[src/rtl/dpfr_pkg.sv]
package dpfr_pkg;
  parameter int NUM_BYTES_D = 16;
  parameter int DATA_W_D    = 8;
  parameter int PRI_AW_D    = 4;
  parameter int SEC_AW_D    = 6;
  parameter logic [SEC_AW_D-1:0] SEC_BASE_D = 6'h30;
endpackage

[src/rtl/dpfr_port.sv]
module dpfr_port #(
  parameter int AW     = 4,
  parameter int IDX_W  = 4,
  parameter int DATA_W = 8,
  parameter logic [AW-1:0] BASE = '0
) (
  input  logic              clk,
  input  logic              rst_n,
  input  logic              req_valid,
  output logic              req_ready,
  input  logic              req_write,
  input  logic [AW-1:0]     req_addr,
  input  logic [DATA_W-1:0] req_wdata,
  output logic              rsp_valid,
  input  logic              rsp_ready,
  output logic [DATA_W-1:0] rsp_data,
  output logic              wr_en,
  output logic [IDX_W-1:0]  idx,
  output logic [DATA_W-1:0] wr_data,
  input  logic [DATA_W-1:0] rd_byte
);
  logic              hit;
  logic              accept;
  logic              rsp_valid_q;
  logic [DATA_W-1:0] rsp_data_q;

  generate
    if (AW > IDX_W) begin : g_window
      assign hit = (req_addr[AW-1:IDX_W] == BASE[AW-1:IDX_W]);
    end else begin : g_direct
      assign hit = 1'b1;
    end
  endgenerate

  assign idx       = req_addr[IDX_W-1:0];
  assign req_ready = !rsp_valid_q || rsp_ready;
  assign accept    = req_valid && req_ready;
  assign wr_en     = accept && req_write && hit;
  assign wr_data   = req_wdata;

  always_ff @(posedge clk or negedge rst_n) begin
    if (!rst_n) begin
      rsp_valid_q <= 1'b0;
      rsp_data_q  <= '0;
    end else if (accept && !req_write) begin
      rsp_valid_q <= 1'b1;
      rsp_data_q  <= hit ? rd_byte : '0;
    end else if (rsp_ready) begin
      rsp_valid_q <= 1'b0;
    end
  end

  assign rsp_valid = rsp_valid_q;
  assign rsp_data  = rsp_data_q;

  // a stalled response keeps its data
  a_r10_rsp_hold: assert property (@(posedge clk) disable iff (!rst_n)
    (rsp_valid && !rsp_ready) |=> (rsp_valid && $stable(rsp_data)));
  // no request is taken while a response is stalled
  a_r10_no_take: assert property (@(posedge clk) disable iff (!rst_n)
    (rsp_valid && !rsp_ready) |-> !req_ready);
  // writes never raise a response
  a_r11_no_wr_rsp: assert property (@(posedge clk) disable iff (!rst_n)
    (accept && req_write && (!rsp_valid || rsp_ready)) |=> !rsp_valid);
endmodule

[src/rtl/dpfr_core.sv]
module dpfr_core #(
  parameter int NUM_BYTES = 16,
  parameter int DATA_W    = 8,
  parameter int IDX_W     = 4
) (
  input  logic              clk,
  input  logic              rst_n,
  input  logic              pri_we,
  input  logic [IDX_W-1:0]  pri_idx,
  input  logic [DATA_W-1:0] pri_wd,
  input  logic              sec_we,
  input  logic [IDX_W-1:0]  sec_idx,
  input  logic [DATA_W-1:0] sec_wd,
  output logic [DATA_W-1:0] pri_rd,
  output logic [DATA_W-1:0] sec_rd
);
  localparam int FLAG_BYTES = NUM_BYTES / DATA_W;
  localparam int FIRST_GP   = FLAG_BYTES;
  localparam int GUARD_N    = 2;
  localparam int PROT_LO    = NUM_BYTES - GUARD_N;

  logic [DATA_W-1:0]    gp_q [NUM_BYTES-1:FIRST_GP];
  logic [NUM_BYTES-1:0] flag_q;
  logic [NUM_BYTES-1:0] set_vec;
  logic                 pri_blk;
  logic                 pri_eff;

  always_comb begin
    pri_blk = 1'b0;
    for (int g = 0; g < GUARD_N; g++) begin
      if (pri_idx == IDX_W'(PROT_LO + g) && flag_q[g]) pri_blk = 1'b1;
    end
  end
  assign pri_eff = pri_we && !pri_blk;

  generate
    for (genvar i = 0; i < NUM_BYTES; i++) begin : g_flag
      localparam int FB = i / DATA_W;
      localparam int FP = i % DATA_W;
      if (i < GUARD_N) begin : g_guard
        assign set_vec[i] = 1'b0;
        always_ff @(posedge clk or negedge rst_n) begin
          if (!rst_n)                                  flag_q[i] <= 1'b0;
          else if (sec_we && sec_idx == IDX_W'(FB))    flag_q[i] <= sec_wd[FP];
        end
      end else if (i < FIRST_GP) begin : g_spare
        assign set_vec[i] = 1'b0;
        always_ff @(posedge clk or negedge rst_n) begin
          if (!rst_n)                                  flag_q[i] <= 1'b0;
          else if (sec_we && sec_idx == IDX_W'(FB))    flag_q[i] <= sec_wd[FP];
          else if (pri_eff && pri_idx == IDX_W'(FB))   flag_q[i] <= pri_wd[FP];
        end
      end else begin : g_track
        assign set_vec[i] = (pri_eff && pri_idx == IDX_W'(i)) ||
                            (sec_we && sec_idx == IDX_W'(i));
        always_ff @(posedge clk or negedge rst_n) begin
          if (!rst_n)                                  flag_q[i] <= 1'b0;
          else if (set_vec[i])                         flag_q[i] <= 1'b1;
          else if (sec_we && sec_idx == IDX_W'(FB))    flag_q[i] <= sec_wd[FP];
          else if (pri_eff && pri_idx == IDX_W'(FB))   flag_q[i] <= pri_wd[FP];
        end
        // a data write leaves its flag set
        a_r3_flag_set: assert property (@(posedge clk) disable iff (!rst_n)
          set_vec[i] |=> flag_q[i]);
        // with no write to its flag byte, a set flag stays set
        a_r4_flag_keep: assert property (@(posedge clk) disable iff (!rst_n)
          (flag_q[i] && !(sec_we && sec_idx == IDX_W'(FB)) &&
           !(pri_we && pri_idx == IDX_W'(FB))) |=> flag_q[i]);
      end
    end

    for (genvar k = FIRST_GP; k < NUM_BYTES; k++) begin : g_data
      always_ff @(posedge clk or negedge rst_n) begin
        if (!rst_n)                                    gp_q[k] <= '0;
        else if (sec_we && sec_idx == IDX_W'(k))       gp_q[k] <= sec_wd;
        else if (pri_eff && pri_idx == IDX_W'(k))      gp_q[k] <= pri_wd;
      end
      if (k >= PROT_LO) begin : g_prot_chk
        // a dropped host write leaves the guarded byte alone
        a_r6_blocked: assert property (@(posedge clk) disable iff (!rst_n)
          (pri_we && pri_idx == IDX_W'(k) && flag_q[k-PROT_LO] &&
           !(sec_we && sec_idx == IDX_W'(k))) |=> $stable(gp_q[k]));
      end
    end
  endgenerate

  function automatic logic [DATA_W-1:0] pick(input logic [IDX_W-1:0] a);
    logic [DATA_W-1:0] v;
    v = '0;
    for (int f = 0; f < FLAG_BYTES; f++) begin
      if (a == IDX_W'(f)) v = flag_q[f*DATA_W +: DATA_W];
    end
    for (int k = FIRST_GP; k < NUM_BYTES; k++) begin
      if (a == IDX_W'(k)) v = gp_q[k];
    end
    return v;
  endfunction

  assign pri_rd = pick(pri_idx);
  assign sec_rd = pick(sec_idx);

  // the host cannot move the guard bits
  a_r5_guard_host: assert property (@(posedge clk) disable iff (!rst_n)
    !(sec_we && sec_idx == '0) |=> $stable(flag_q[GUARD_N-1:0]));
  // on a shared target the processor value lands
  a_r7_sec_wins: assert property (@(posedge clk) disable iff (!rst_n)
    (pri_we && sec_we && pri_idx == sec_idx && sec_idx >= IDX_W'(FIRST_GP))
    |=> (pick($past(sec_idx)) == $past(sec_wd)));
endmodule

[src/rtl/dpfr_top.sv]
module dpfr_top
  import dpfr_pkg::*;
#(
  parameter int NUM_BYTES = NUM_BYTES_D,
  parameter int DATA_W    = DATA_W_D,
  parameter int PRI_AW    = PRI_AW_D,
  parameter int SEC_AW    = SEC_AW_D,
  parameter logic [SEC_AW-1:0] SEC_BASE = SEC_BASE_D
) (
  input  logic              clk,
  input  logic              rst_n,
  input  logic              p_req_valid,
  output logic              p_req_ready,
  input  logic              p_req_write,
  input  logic [PRI_AW-1:0] p_req_addr,
  input  logic [DATA_W-1:0] p_req_wdata,
  output logic              p_rsp_valid,
  input  logic              p_rsp_ready,
  output logic [DATA_W-1:0] p_rsp_data,
  input  logic              s_req_valid,
  output logic              s_req_ready,
  input  logic              s_req_write,
  input  logic [SEC_AW-1:0] s_req_addr,
  input  logic [DATA_W-1:0] s_req_wdata,
  output logic              s_rsp_valid,
  input  logic              s_rsp_ready,
  output logic [DATA_W-1:0] s_rsp_data
);
  localparam int IDX_W = $clog2(NUM_BYTES);

  logic              pri_we, sec_we;
  logic [IDX_W-1:0]  pri_idx, sec_idx;
  logic [DATA_W-1:0] pri_wd, sec_wd, pri_rd, sec_rd;

  dpfr_port #(.AW(PRI_AW), .IDX_W(IDX_W), .DATA_W(DATA_W), .BASE('0)) u_pri (
    .clk, .rst_n,
    .req_valid(p_req_valid), .req_ready(p_req_ready), .req_write(p_req_write),
    .req_addr(p_req_addr), .req_wdata(p_req_wdata),
    .rsp_valid(p_rsp_valid), .rsp_ready(p_rsp_ready), .rsp_data(p_rsp_data),
    .wr_en(pri_we), .idx(pri_idx), .wr_data(pri_wd), .rd_byte(pri_rd));

  dpfr_port #(.AW(SEC_AW), .IDX_W(IDX_W), .DATA_W(DATA_W), .BASE(SEC_BASE)) u_sec (
    .clk, .rst_n,
    .req_valid(s_req_valid), .req_ready(s_req_ready), .req_write(s_req_write),
    .req_addr(s_req_addr), .req_wdata(s_req_wdata),
    .rsp_valid(s_rsp_valid), .rsp_ready(s_rsp_ready), .rsp_data(s_rsp_data),
    .wr_en(sec_we), .idx(sec_idx), .wr_data(sec_wd), .rd_byte(sec_rd));

  dpfr_core #(.NUM_BYTES(NUM_BYTES), .DATA_W(DATA_W), .IDX_W(IDX_W)) u_core (
    .clk, .rst_n,
    .pri_we, .pri_idx, .pri_wd,
    .sec_we, .sec_idx, .sec_wd,
    .pri_rd, .sec_rd);

  // no response straight out of reset
  a_r1_quiet: assert property (@(posedge clk) disable iff (!rst_n)
    $rose(rst_n) |-> (!p_rsp_valid && !s_rsp_valid));
endmodule

[config.mk]
export PLATFORM = sky130hd
export DESIGN_NAME = dpfr_top
export DESIGN_NICKNAME = d
export VERILOG_FILES = /design/src/rtl/dpfr_pkg.sv /design/src/rtl/dpfr_port.sv /design/src/rtl/dpfr_core.sv /design/src/rtl/dpfr_top.sv
export SDC_FILE = /design/constraint.sdc
export NUM_CORES = 1
export LEC_CHECK = 0
export BUFFER_PORTS_ARGS = -buffer_cell sky130_fd_sc_hd__buf_2
export CAP_MARGIN = 25
export CORE_MARGIN = 5
export CORE_UTILIZATION = 56
export CTS_CLUSTER_DIAMETER = 200
export DETAILED_ROUTE_END_ITERATION = 8
export PLACE_DENSITY = 0.84
export SLEW_MARGIN = 15
export SYNTH_ARGS = -nofsm -noshare
export SYNTH_HDL_FRONTEND = slang
export SYNTH_SLANG_ARGS = --single-unit
[constraint.sdc]
create_clock -name clk -period 1.94 [get_ports clk]
set_clock_uncertainty 0.2 [all_clocks]
set_input_delay 0.097 -clock clk [delete_from_list [all_inputs] [get_ports clk]]
set_output_delay 0.097 -clock clk [all_outputs]
set_load 0.01 [all_outputs]
After elaboration in Yosys (flattened, before gate mapping). Cells that the tools add are included.

Equal/unequal tests: 31. Muxes and demuxes: 109. Reductions and logical operators: 95.

Operators by type and width (count): 8-bit two-way mux (61); 4-bit equality test, second input constant (16); 1-bit two-way mux (48); 1-bit logical AND (42); 3-bit nonzero test (14); 4-bit by 3-bit equality test with 1-bit output, second input constant (8); 2-bit nonzero test (16); 4-bit by 2-bit equality test with 1-bit output, second input constant (4); 1-bit logical OR (16); 4-bit by 1-bit equality test with 1-bit output, second input constant (2); 4-bit zero test (2); 1-bit zero test (5); 2-bit equality test, second input constant (1).

Bits in registers: 146. Bits of input ports: 34. Output and inout bits: 20. Logic and storage cells: 269.

Longest topological paths before layout.
Word-level depth: 18. Gate-level depth with buffers: 8. Depth with buffers taken out: 6.

Cells and area by module. From an unflattened synthesis, not the netlist that was laid out.

Cells, all modules: 1091. Area total of the unflattened synthesis: 10100.9 um^2.

Modules (own cells, without submodules): dpfr_core (instances 1, cells an instance 999, area an instance 9058.7 um^2, seq. area each 3203.1 um^2); dpfr_port (u_sec) (instances 1, cells an instance 57, area an instance 543.0 um^2, seq. area each 225.2 um^2); dpfr_port (u_pri) (instances 1, cells an instance 35, area an instance 499.2 um^2, seq. area each 225.2 um^2).

Worst setup path after synthesis. OpenSTA, ideal clock, no wires.

Path kind: flip-flop to flip-flop. Start: register u_pri.rsp_valid_q (netlist: u_pri.rsp_valid). End: register u_core.gp_q[100] (netlist bit). Library setup time: 135 ps. Arrival time: 1717 ps. Data required time: 1605 ps. Path slack: -112 ps. Stages on the path, launching flop included: 9. Buffers on the path: 3. Period minus slack after synthesis: 2052 ps. Cell sequence: dfrtp_1 > nor2b_1 > buf_6 > or3_1 > buf_6 > nor3_2 > buf_4 > mux2i_1 > o21ai_1.

Longest elaborated chain between the ends: 7.

RTL lines: start, declared (line dpfr_port.sv:24) `logic rsp_valid_q;`; start signal, assigned (line dpfr_port.sv:43) `rsp_valid_q <= 1'b0;`; start signal, assigned (line dpfr_port.sv:46) `rsp_valid_q <= 1'b1;`; start signal, assigned (line dpfr_port.sv:49) `rsp_valid_q <= 1'b0;`; 1-bit zero test (line dpfr_port.sv:36) `assign req_ready = !rsp_valid_q || rsp_ready;`; 1-bit logical OR (line dpfr_port.sv:36); 1-bit logical AND (line dpfr_port.sv:37) `assign accept = req_valid && req_ready;`; 1-bit logical AND (line dpfr_port.sv:38) `assign wr_en = accept && req_write && hit;`; 1-bit logical AND (line dpfr_core.sv:34) `assign pri_eff = pri_we && !pri_blk;`; 1-bit logical AND (line dpfr_core.sv:76) `else if (pri_eff && pri_idx == IDX_W'(k)) gp_q[k] <= pri_wd;`; 2-bit nonzero test (no line); end signal, assigned by index (line dpfr_core.sv:75) `else if (sec_we && sec_idx == IDX_W'(k)) gp_q[k] <= sec_wd;`; end signal, assigned by index (line dpfr_core.sv:76); end, declared (line dpfr_core.sv:22) `logic [DATA_W-1:0] gp_q [NUM_BYTES-1:FIRST_GP];`.

Every way passes these cells. A chain may end at the register's enable or synchronous reset.

Final worst setup path.
Start: register u_pri.rsp_valid_q (netlist: u_pri.rsp_valid). End: register u_pri.rsp_data_q[7] (netlist: u_pri.rsp_data[7]).

Longest elaborated chain between the ends: 4.

RTL lines: 1-bit zero test (line dpfr_port.sv:36); 1-bit logical OR (line dpfr_port.sv:36); 1-bit logical AND (line dpfr_port.sv:37); 1-bit logical AND (line dpfr_port.sv:45) `end else if (accept && !req_write) begin`; end signal, assigned (line dpfr_port.sv:47) `rsp_data_q <= hit ? rd_byte : '0;`; end, declared (line dpfr_port.sv:25) `logic [DATA_W-1:0] rsp_data_q;`.

Every way passes these cells.

==> run_results.csv <==
group,metric,value,unit
synth,syn_nets,1074,
critical_path,required,2.03,ns
job,drv_cap,0,
synth,synthesis.area,9776,um^2
route,ant_nets,0,
timing,slew_violations,0,
finish,final_common_cell,"nand2_1",
grt,grt_overflow,0,
finish,antenna_cells,0,
critical_path,crit_start,"u_pri.rsp_valid",
finish,num-nets-final,1226,
route,vias_per_cell,7.019,
route,avgRoutedWirePerCell,28.72,um
pwr,power.leakage,4.884,nW
critical_path,rr_worst_depth,8,
route,drt_iter0_drc,1662,
route,drc,0,
placement,post-place-ws,-0.1664,ns
clock_network,clock-sinks,146,
synth,synthCells,1040,
synth,yosys.area.top_type,"dfrtp_1",
grt,grt_pass1_wl,59930,um
clock_network,cts_tree,"built",
grt,antenna_found_initial,0,
critical_path,critPathSlowestCell,"dfrtp_1",
timing,grt_setup_unrepaired,"yes",
placement,portBuffers,53,
timing,timing.final.ws_setup,-0.1448,ns
status,failed_checks,"hold timing, setup timing",
placement,gp_congestion,1.032,
grt,grt.total_usage,39.96,%
finish,syn2layout_area_growth,26.11,%
critical_path,crit_cells,8,
timing,max_freq,479.7,MHz
critical_path,cp_max_fo,13,
synth,synth_edf_count,0,
finish,layout_common_cells,"nand2_1, mux2i_1, dfrtp_1",
floorplanning,rows,48,
timing,period_share,107.5,%
route,drtPass1Iterations,6,
timing,whs,-0.0004909,ns
synth,synthArstFlopShare,100.0,%
floorplanning,fp.dieW,142.1,um
floorplanning,initial_core_util,56.71,%
synth,synth_ff_type,"dfrtp_1",
floorplanning,dieHeight,142.1,um
synth,synth.distinct_cells,67,
critical_path,crit_top_cell,"buf_4",
floorplanning,ios,54,
status,status,"complete, but fails checks",
critical_path,crit_path_cell_trace,"nor2b_4 -> buf_4 -> inv_1 -> nand3b_1 -> buf_4 -> nor2_1 -> a22oi_1 -> o21ai_1",
clock_network,clockRootBuffer,"clkbuf_16",
hold_path,holdCritPathClass,"input port to async pin",
synth,syn_area_per_cell,9.400,um^2
finish,drive_gt1_share,29.15,%
synth,synth-seq-cells,146,
clock_network,numCtsBuffers,17,
pwr,p_per_area,897.5,nW/um^2
clock_network,clkLatencyLatePin,0.44,ns
critical_path,critPathMaxStageDelay,0.34,ns
pwr,vdd_drop_max,0.0007368,V
synth,synth_top_area_share,37.37,%
critical_path,crit_arrival,2.17,ns
floorplanning,dieArea,20200,um^2
clock_network,path_clk_slew,0.07,ns
critical_path,critical_path.top_delay_family,"buffers and inverters",
critical_path,r2r-start,"u_pri.rsp_valid",
timing,slew_headroom,57.39,%
clock_network,clk_path_buf_depth,2,
clock_network,h-tree-depth,4,
grt,grt_max_degree,53,
critical_path,crit_buf_inv,3,
route,vias,10030,
timing,period_needed,2.085,ns
pwr,total_power,11.06,mW
synth,synth-seq-area-share,37.37,%
timing,final-setup-viol-count,15,
floorplanning,core,17240,um^2
grt,grt_pass1_vias,9410,
timing,hold_viol,2,
placement,dpl.hpwl,28790,um
critical_path,startpoint_type,"register",
timing,worst_pin_slew,0.6378,ns
synth,ys_warn_count,0,
critical_path,cp-end-kind,"register",
critical_path,crit_type,"register to register",
synth,ys_top_cells_by_area,"dfrtp_1, mux2i_1, nand2_1",
route,wirelength,41050,um
-- worst reg2reg max path: cells and delay by family, from the launching register on --
kind | cells | cell delay (ns)
buf+inv | 3 | 0.61
compound gates | 2 | 0.43
simple gates | 3 | 0.37
flops | 1 | 0.34
-- layer usage --
metal / global-route usage (%) / up-vias / share of wire [%]
met1: 52.85 / 4788 / 36
met3: 9.845 / 230 / 13
li1: - / 4115 / -
met5: 0 / - / 0
met4: 20.66 / 0 / 7.2
met2: 61.14 / 897 / 44
-- worst paths after layout --
path                       slack, ns           endpoint
max                            -0.14  u_pri.rsp_data[7]
min                          -0.0005    u_core.gp_q[59]
max reg2reg                    -0.14  u_pri.rsp_data[7]
min reg2reg                     0.30  u_sec.rsp_data[5]
max in group asynchronous       1.17    u_core.gp_q[64]
min in group clk                0.03    u_core.gp_q[59]
-- registers in the layout, summed over array words and instances, names as in the netlist --
register         count
u_pri.rsp_data       8
u_core.flag_q       16
u_sec.rsp_valid      1
u_sec.rsp_data       8
u_core.gp_q        112
u_pri.rsp_valid      1
-- Yosys cell counts (6+ instances only) --
cell type,instances
inv_1,7
nor4_1,11
a21oi_1,32
nor2b_1,14
a211oi_1,8
nand3_1,10
dfrtp_1,146
mux4_2,22
o22ai_1,8
clkbuf_1,33
nor2_2,7
o211ai_1,10
a22oi_1,20
buf_4,10
mux2i_1,151
o21ai_1,36
nor3_1,8
o221ai_1,12
buf_6,9
mux2_2,12
o2bb2ai_1,6
nand2b_1,11
buf_2,50
nand2_1,159
nor2_1,43
o21ai_0,112
o211ai_2,14
-- logic make-up (layout without fill, tap and decap cells) --
family	Yosys count	count (layout)	share of synthesized area, %
AO/OA/AOI/OAI	295	295	19.38
buffers and inverters	112	274	6.016
flip-flops	146	146	37.37
AND/OR/NAND/NOR	302	304	15.32
multiplexers	185	185	21.91
-- what timing repair did --
action | CTS | global route
buffers inserted | 5 | 4
resized for setup | 13 | 32
gates cloned | 1 | 6
hold buffers | 15 | 0
pin swaps | 2 | 17
setup endpoints to repair | 41 | 119
hold endpoints to repair | 273 | 0
-- where the power goes --
group | internal (mW) | switching, mW | total (mW)
clock network | 2.08 | 1.50 | 3.58
registers | 3.73 | 0.861 | 4.60
logic | 1.34 | 1.54 | 2.89
-- metrics by stage --
| step | hold slack [ns] | utilization, % | cells | cell area [um^2] | TNS, ns |
|---|---|---|---|---|---|
| 2_1_floorplan | -0.3986 | - | 1040 | 9806 | -0.3225 |
| 3_3_place_gp | -0.2030 | 65.27 | 1368 | 11250 | -3.044 |
| 3_5_place_dp | -0.2003 | 65.27 | 1368 | 11250 | -5.978 |
| 4_1_cts | 0.005360 | 70.49 | 1420 | 12150 | -0.1246 |
| 5_1_grt | 0.01173 | 71.52 | 1429 | 12330 | -3.000 |
| 6_report | -0.0004909 | 71.52 | 1429 | 12330 | -0.5937 |
-- cell type report --
type / instances / area [um^2]
sequential: 146 / 3654
clock inverter: 13 / 175.2
clock buffer: 18 / 439.2
timing repair buffer: 234 / 1983
tap: 225 / 281.5
multi-input combinational: 784 / 5762
fill: 1258 / 4908
inverter: 9 / 33.78
No activity file was read; power rests on OpenSTA's default activity.
